## src/rtl/arith_pkg.sv

```systemverilog
package arith_pkg;

  typedef enum logic [2:0] {
    OP_ADD   = 3'b000,
    OP_ADDU  = 3'b001,
    OP_SUB   = 3'b010,
    OP_SUBU  = 3'b011,
    OP_ADDI  = 3'b100,
    OP_ADDIU = 3'b101,
    OP_SLT   = 3'b110,
    OP_SLTU  = 3'b111
  } opcode_e;

  // strobes from control to datapath
  typedef struct packed {
    logic invertB;      // subtract: ~B with carry-in 1
    logic useImm;       // second operand from extended immediate
    logic trapEn;       // signed form, overflow may trap
    logic selCompare;   // result is the less-than flag
    logic cmpUnsigned;  // compare magnitudes
  } ctrl_strobes_t;

endpackage

```

## src/rtl/alu_ctrl.sv

```systemverilog
module alu_ctrl
  import arith_pkg::*;
(
  input  logic [2:0]    opcode,
  output ctrl_strobes_t strobes
);

  opcode_e op;
  assign op = opcode_e'(opcode);

  always_comb begin
    strobes = '0;
    unique case (op)
      OP_ADD:   strobes.trapEn = 1'b1;
      OP_ADDU:  ;
      OP_SUB: begin
        strobes.invertB = 1'b1;
        strobes.trapEn  = 1'b1;
      end
      OP_SUBU:  strobes.invertB = 1'b1;
      OP_ADDI: begin
        strobes.useImm = 1'b1;
        strobes.trapEn = 1'b1;
      end
      OP_ADDIU: strobes.useImm = 1'b1;
      OP_SLT: begin
        strobes.invertB    = 1'b1;
        strobes.selCompare = 1'b1;
      end
      OP_SLTU: begin
        strobes.invertB     = 1'b1;
        strobes.selCompare  = 1'b1;
        strobes.cmpUnsigned = 1'b1;
      end
      default: strobes = '0;
    endcase
  end

endmodule

```

## src/rtl/alu_datapath.sv

```systemverilog
module alu_datapath
  import arith_pkg::*;
#(
  parameter int DATA_W = 32,
  parameter int IMM_W  = 16
) (
  input  ctrl_strobes_t       strobes,
  input  logic [DATA_W-1:0]   opA,
  input  logic [DATA_W-1:0]   opB,
  input  logic [IMM_W-1:0]    imm,
  output logic [DATA_W-1:0]   result,
  output logic                overflow
);

  localparam int EXT_W = DATA_W - IMM_W;
  localparam int MSB   = DATA_W - 1;

  logic [DATA_W-1:0] immExt;
  logic [DATA_W-1:0] operandB;
  logic [DATA_W-1:0] bEff;
  logic [DATA_W:0]   sumFull;
  logic [DATA_W-1:0] sum;
  logic              carryOut;
  logic              ovfRaw;
  logic              lessThan;

  generate
    if (EXT_W > 0) begin : g_sext
      assign immExt = {{EXT_W{imm[IMM_W-1]}}, imm};
    end else begin : g_trunc
      assign immExt = imm[DATA_W-1:0];
    end
  endgenerate

  assign operandB = strobes.useImm  ? immExt : opB;
  assign bEff     = strobes.invertB ? ~operandB : operandB;

  assign sumFull  = {1'b0, opA} + {1'b0, bEff} + {{DATA_W{1'b0}}, strobes.invertB};
  assign sum      = sumFull[DATA_W-1:0];
  assign carryOut = sumFull[DATA_W];

  // same-sign inputs to the adder producing a flipped sign
  assign ovfRaw   = (opA[MSB] == bEff[MSB]) && (sum[MSB] != opA[MSB]);

  // signed: sign of difference corrected by overflow; unsigned: borrow
  assign lessThan = strobes.cmpUnsigned ? ~carryOut : (sum[MSB] ^ ovfRaw);

  assign result   = strobes.selCompare ? {{(DATA_W-1){1'b0}}, lessThan} : sum;
  assign overflow = ovfRaw & strobes.trapEn;

endmodule

```

## src/rtl/exc_capture.sv

```systemverilog
module exc_capture #(
  parameter int ADDR_W = 32
) (
  input  logic              clk,
  input  logic              rst,
  input  logic              load,
  input  logic [ADDR_W-1:0] addrIn,
  output logic [ADDR_W-1:0] addrOut
);

  always_ff @(posedge clk) begin
    if (rst)       addrOut <= '0;
    else if (load) addrOut <= addrIn;
  end

endmodule

```

## src/rtl/int_alu_top.sv

```systemverilog
module int_alu_top
  import arith_pkg::*;
#(
  parameter int               DATA_W      = 32,
  parameter int               IMM_W       = 16,
  parameter int               ADDR_W      = 32,
  parameter logic [ADDR_W-1:0] VECTOR_ADDR = 32'h0000_0100
) (
  input  logic              clk,
  input  logic              rst,
  input  logic              instValid,
  input  logic [2:0]        opcode,
  input  logic [DATA_W-1:0] opA,
  input  logic [DATA_W-1:0] opB,
  input  logic [IMM_W-1:0]  imm,
  input  logic [ADDR_W-1:0] instAddr,
  output logic [DATA_W-1:0] result,
  output logic              writeEn,
  output logic              trapReq,
  output logic [ADDR_W-1:0] vectorAddr,
  output logic [ADDR_W-1:0] excAddr
);

  ctrl_strobes_t strobes;
  logic          overflow;

  alu_ctrl u_ctrl (
    .opcode  (opcode),
    .strobes (strobes)
  );

  alu_datapath #(
    .DATA_W (DATA_W),
    .IMM_W  (IMM_W)
  ) u_dp (
    .strobes  (strobes),
    .opA      (opA),
    .opB      (opB),
    .imm      (imm),
    .result   (result),
    .overflow (overflow)
  );

  assign trapReq    = instValid & overflow;
  assign writeEn    = instValid & ~trapReq;
  assign vectorAddr = trapReq ? VECTOR_ADDR : '0;

  exc_capture #(
    .ADDR_W (ADDR_W)
  ) u_exc (
    .clk     (clk),
    .rst     (rst),
    .load    (trapReq),
    .addrIn  (instAddr),
    .addrOut (excAddr)
  );

endmodule

```

## config.mk

```make
export PLATFORM = sky130hd
export DESIGN_NAME = int_alu_top
export DESIGN_NICKNAME = d
export VERILOG_FILES = /design/src/rtl/arith_pkg.sv /design/src/rtl/alu_ctrl.sv /design/src/rtl/alu_datapath.sv /design/src/rtl/exc_capture.sv /design/src/rtl/int_alu_top.sv
export SDC_FILE = /design/constraint.sdc
export NUM_CORES = 1
export LEC_CHECK = 0
export BUFFER_PORTS_ARGS = -buffer_cell sky130_fd_sc_hd__clkbuf_2
export CAP_MARGIN = 10
export CORE_ASPECT_RATIO = 1.4
export CORE_MARGIN = 4
export CORE_UTILIZATION = 47
export DETAILED_ROUTE_END_ITERATION = 12
export PLACE_DENSITY = 0.8
export SETUP_SLACK_MARGIN = 0.2
export SLEW_MARGIN = 20
export SYNTH_ARGS = -nofsm -noshare
export SYNTH_HDL_FRONTEND = slang
export SYNTH_SLANG_ARGS = --single-unit
```

## constraint.sdc

```tcl
create_clock -name clk -period 4.1 [get_ports clk]
set_input_delay 0.41 -clock clk [delete_from_list [all_inputs] [get_ports clk]]
set_output_delay 0.41 -clock clk [all_outputs]
set_load 0.02 [all_outputs]
```

Word level (Yosys, flattened, before mapping)
Cells that the tools add are included.
{"block": "classes", "div": 0, "addsub": 2, "shift": 0, "order_cmp": 0, "bitwise": 7, "n_eq_ne": 8, "n_mux": 10, "n_mul": 0, "reduce_logical": 6}
{"op": "32-bit 2-to-1 mux", "n": 3}
{"op": "32-bit by 32-bit adder with 33-bit output", "n": 1}
{"op": "33-bit by 1-bit adder with 33-bit output", "n": 1}
{"op": "32-bit inverter", "n": 1}
{"op": "3-bit equality test, second input constant", "n": 4}
{"op": "9-bit 2-to-1 mux", "n": 1}
{"op": "3-bit by 2-bit equality test with 1-bit output, second input constant", "n": 2}
{"op": "1-bit 2-to-1 mux", "n": 6}
{"op": "2-bit OR reduction", "n": 2}
{"op": "4-bit OR reduction", "n": 1}
{"op": "1-bit AND", "n": 3}
{"op": "3-bit zero test", "n": 1}
{"op": "3-bit OR reduction", "n": 1}
{"op": "1-bit inverter", "n": 2}
{"op": "1-bit equality test", "n": 1}
{"op": "1-bit logical AND", "n": 1}
{"op": "1-bit != test", "n": 1}
{"op": "1-bit bitwise XOR", "n": 1}
{"block": "totals", "mem_count": 0, "latch_bits": 0, "ramBits": 0, "ff_bits": 32, "romBits": 0}

Depth between registers and ports, before layout
{"block": "depth", "ltp_word": 14, "depth_mapped": 16}

By module
Synthesis repeated with hierarchy kept, for this count alone.
{"block": "hier_totals", "hier_cells": 484, "area_unflattened_um2": 3858.7}
{"module": "alu_datapath", "cells_each": 341, "area_per_inst_um2": 2406.1, "instances": 1}
{"module": "exc_capture", "cells_each": 103, "area_per_inst_um2": 1163.6, "instances": 1}
{"module": "int_alu_top", "cells_each": 35, "area_per_inst_um2": 260.2, "instances": 1}
{"module": "alu_ctrl", "cells_each": 5, "area_per_inst_um2": 28.8, "instances": 1}

Least setup slack after synthesis
OpenSTA, ideal clock, no wires.
{"block": "synth_timing", "path_kind": "input port to output port", "start": "input port opcode[2]", "end": "output port result[17]", "arrival_ps": 3794, "required_ps": 3690, "path_slack_ps": -104, "stages": 12, "cell_sequence": "clkbuf_1 clkbuf_1 a211oi_1 a21oi_1 ha_1 and2_1 a221o_1 nand3_2 nand2_2 or2_1 a21o_1 a2111oi_0"}
{"block": "synth_between", "elab_chain_cells": 9, "elab_cells_between_ends": 18, "cone_classes": "add/sub: 2; eq/ne: 6; mux: 6; bitwise: 1; reduce/logical: 3"}
{"element": "start, declared", "line": "int_alu_top.sv:12", "text": "input logic [2:0] opcode,"}
{"element": "3-bit equality test", "line": "alu_ctrl.sv:13", "text": "unique case (op)"}
{"element": "2-bit OR reduction (no line)"}
{"element": "1-bit 2-to-1 mux", "line": "alu_ctrl.sv:13"}
{"element": "32-bit 2-to-1 mux", "line": "alu_datapath.sv:35", "text": "assign operandB = strobes.useImm ? immExt : opB;"}
{"element": "32-bit inverter", "line": "alu_datapath.sv:36", "text": "assign bEff = strobes.invertB ? ~operandB : operandB;"}
{"element": "32-bit 2-to-1 mux", "line": "alu_datapath.sv:36"}
{"element": "32-bit by 32-bit adder with 33-bit output", "line": "alu_datapath.sv:38", "text": "assign sumFull = {1'b0, opA} + {1'b0, bEff} + {{DATA_W{1'b0}}, strobes.invertB};"}
{"element": "33-bit by 1-bit adder with 33-bit output", "line": "alu_datapath.sv:38"}
{"element": "32-bit 2-to-1 mux (*)", "line": "alu_datapath.sv:48", "text": "assign result = strobes.selCompare ? {{(DATA_W-1){1'b0}}, lessThan} : sum;"}
{"element": "end, declared", "line": "int_alu_top.sv:17", "text": "output logic [DATA_W-1:0] result,"}
Every way passes the cells marked *; elsewhere a longest branch is shown, timed or not.

Worst setup path after layout
{"block": "layout_timing", "start": "input port opcode[2]", "end": "output port result[29]"}
Same word-level chain as after synthesis.

==> flow_summary_export.csv <==
group,metric,value,unit
run_status,status,"completed",
sta,fin_tns_setup,0,ns
grt,track_usage,23.2,%
final_layout,antennaDiodeCount,0,
die,row_count,40,
route,drcViolationCount,0,
grt,grt-ovfl-total,0,
yosys,yosys_most_used_dff,"dfxtp_1",
yosys,async_flop_share,0,%
yosys,synthCells,550,
sta,slew_headroom,48.2,%
route,drt-pass1-iter-count,8,
final_layout,nNetsFinal,887,
place,place_ws,0.104,ns
clocking,clock_path_buffers,2,
sta,setup_viol,0,
route,via_count,4702,
yosys,synth_seq_cells,32,
yosys,yosysWarnings,0,
clocking,cts_sinks,32,
sta,worst_pin_slew,0.777,ns
worst_setup_path,start_kind,"input port",
power_and_ir_drop,p_leak,2.63,nW
place,gp_congestion,0.879,
worst_setup_path,crit_fanout,6,
power_and_ir_drop,p_per_area,296,nW/um^2
clocking,clk_pin_slew,0.05,ns
final_layout,top_register,"u_exc.addrOut",
worst_setup_path,path_class,"input port to primary output",
sta,setup_slack,0.345,ns
yosys,syn_area_per_cell,7.62,sq um
route,drt_iter0_drc,281,
worst_setup_path,r2r_cells,2,
place,portBuffers,184,
clocking,root_buffer,"clkbuf_16",
final_layout,layout-drive-gt1-share,33.6,%
grt,grt_pass1_vias,4498,
sta,drv_slew,0,
worst_setup_path,slowest_delay,0.37,ns
final_layout,area_delta_synth_final,33.8,%
clocking,htreeDepth,2,
worst_setup_path,r2r-end,"u_exc.addrOut[14]",
sta,holdWs,0.374,ns
yosys,netlist_area,4190,sq um
job,max_cap_violations,0,
yosys,yosys.cell_types.count,57,
yosys,synth_area_leaders,"dfxtp_1 15%, mux2i_1 12%, nand2b_1 10%, ha_1 9.3%, buf_4 5.7%",
route,viasPerCell,5.58,
yosys,ys_seq_area_share,15.3,%
clocking,clock_latency,0.27,ns
route,wirelength,13.7,mm
final_layout,largestRegisters,"u_exc.addrOut: 32 flops",
die,core_area,8660,sq um
hold_path,hold_end,"u_exc.addrOut[17]",
sta,finalCriticalPeriod,3.76,ns
sta,hold_violations,0,
worst_setup_path,slowest_stage,"ha_1",
worst_setup_path,critPathCaptureType,"primary output",
hold_path,min_from,"instAddr[17]",
worst_setup_path,regToRegSetupSlack,3.47,ns
hold_path,hp-class,"input port to flop",
route,final_antenna_net_count,0,
clocking,cts_tree,"yes",
clocking,numCtsBuffers,5,
route,wl_per_cell,16.3,microns
yosys,synthDominantCellAreaShare,15.3,%
worst_setup_path,worst_ep_required_time,3.69,ns
die,die_x,87.8,microns
grt,grt_max_degree,65,
yosys,synth_top_cell_by_area,"dfxtp_1",
sta,fmax,266,MHz
die,io_pins,216,
sta,rsz0062_at_grt,"no",
worst_setup_path,cp_data_arrival_time,3.35,ns
yosys,synth_edf_count,0,
final_layout,largest_register_ffs,32,
worst_setup_path,crit_chain,"buf_6 > buf_12 > nor2b_1 > a211oi_1 > a21oi_1 > ha_1 > o21a_1 > o21ai_1 > a31oi_2 > or2_4 > o2111ai_4 > a31oi_4 > a221oi_2 > mux2_1 > buf_2",
worst_setup_path,regToRegStartpoint,"u_exc.addrOut[14]",
place,dp.final_hpwl,10.3,mm
die,die_area,10500,sq um
sta,finalClockSkew,0,ns
grt,grt_pass1_wl,20.1,mm
sta,period_share,91.6,%
die,die_h,120,microns
grt,grt_antenna_before_repair,0,
die,initial_core_util,48.4,%
hold_path,hold_depth,3,
power_and_ir_drop,max-vdd-ir-drop,0.284,mV
-- per-stage QoR --
step	cell area, sq um	power (mW)	utilization (%)	std cells
final	5610	1.66	64.8	843
after global routing	5610	1.76	64.8	843
after CTS	5320	1.61	61.4	832
after detailed placement	5130	1.18	59.3	824
after global placement	5130	1.17	59.3	824
after floorplan	4310	0.939	-	580
-- kinds of logic (layout without fill, tap and decap cells) --
| logic type | Yosys count | after routing | synth area share, % |
|---|---|---|---|
| mux | 53 | 53 | 13.1 |
| flops | 32 | 32 | 15.3 |
| compound gates | 150 | 150 | 22.3 |
| buf+inv | 66 | 224 | 9.58 |
| xor+xnor | 22 | 22 | 4.60 |
| other cells | 1 | 31 | 0.0894 |
| simple gates | 194 | 194 | 25.3 |
| fa+ha+maj | 32 | 32 | 9.73 |
-- Yosys cell counts (7+ instances only) --
master	n
o21ai_0	37
nand3_1	9
nor2_1	30
buf_4	32
mux2i_1	50
nand2_1	27
a21oi_1	47
a21o_1	9
nor2b_1	19
nand2b_1	68
dfxtp_1	32
xor2_1	11
inv_1	7
and2_1	8
nor3_1	14
xnor2_1	11
a211oi_1	18
o211ai_1	7
clkbuf_1	21
ha_1	31
-- where the power goes --
| group | internal [mW] | total, mW | switching (mW) |
|---|---|---|---|
| logic | 0.371 | 0.919 | 0.548 |
| clock network | 0.285 | 0.416 | 0.131 |
| registers | 0.321 | 0.326 | 0.00508 |
| total | 0.977 | 1.66 | 0.684 |
-- worst max-delay path: cells and delay by family --
family                   cells  cell delay [ns]
buffers and inverters        3             0.43
AO/OA/AOI/OAI                8             1.48
AND/OR/NAND/NOR              2             0.31
adder cells (fa/ha/maj)      1             0.37
multiplexers                 1             0.34
-- cell type report --
cell class	count	area, sq um
fillers	762	3050
clock buffers	6	129
multi-input cells	482	3400
well taps	105	131
inverters	7	26.3
repair buffers	209	1240
clock inverters	2	35.0
flip-flops and latches	32	641
-- layout by cell type, fill, tap and decap left out, types with 8 or more instances in the layout --
| cell | instances |
|---|---|
| a211oi_1 | 16 |
| a21o_1 | 9 |
| a21oi_1 | 41 |
| and2_1 | 8 |
| buf_4 | 18 |
| clkbuf_16 | 10 |
| clkbuf_2 | 180 |
| conb_1 | 31 |
| dfxtp_1 | 32 |
| ha_1 | 29 |
| mux2i_1 | 50 |
| nand2_1 | 27 |
| nand2b_1 | 67 |
| nand3_1 | 9 |
| nor2_1 | 29 |
| nor2b_1 | 18 |
| nor3_1 | 13 |
| o21ai_0 | 34 |
| xnor2_1 | 11 |
| xor2_1 | 11 |
-- how the worst max path moves through the flow --
stage                     startpoint  depth (start not counted)  slack (ns)         end
final                      opcode[2]                         15        0.34  result[29]
after global routing       opcode[2]                         15        0.18  result[29]
after CTS                  opcode[2]                         14        0.15   result[0]
after detailed placement   opcode[2]                         14        0.10   result[0]
after global placement     opcode[2]                         15        0.14  result[22]
after floorplan            opcode[2]                         12        0.14  result[17]
-- what timing repair did --
action / CTS / global route
gates resized for setup: 5 / 35
buffers inserted: 0 / 6
gates cloned: 0 / 5
pin swaps: 1 / 12
endpoints found under the setup margin: 8 / 15
hold buffers: 0 / 0
-- routing by layer --
metal	global-route usage, %	routed length [microns]
met1	24.6	5020
met2	43.5	7200
met3	4.95	1140
met4	8.73	348
met5	0	0
No activity file was read; power rests on OpenSTA's default activity.
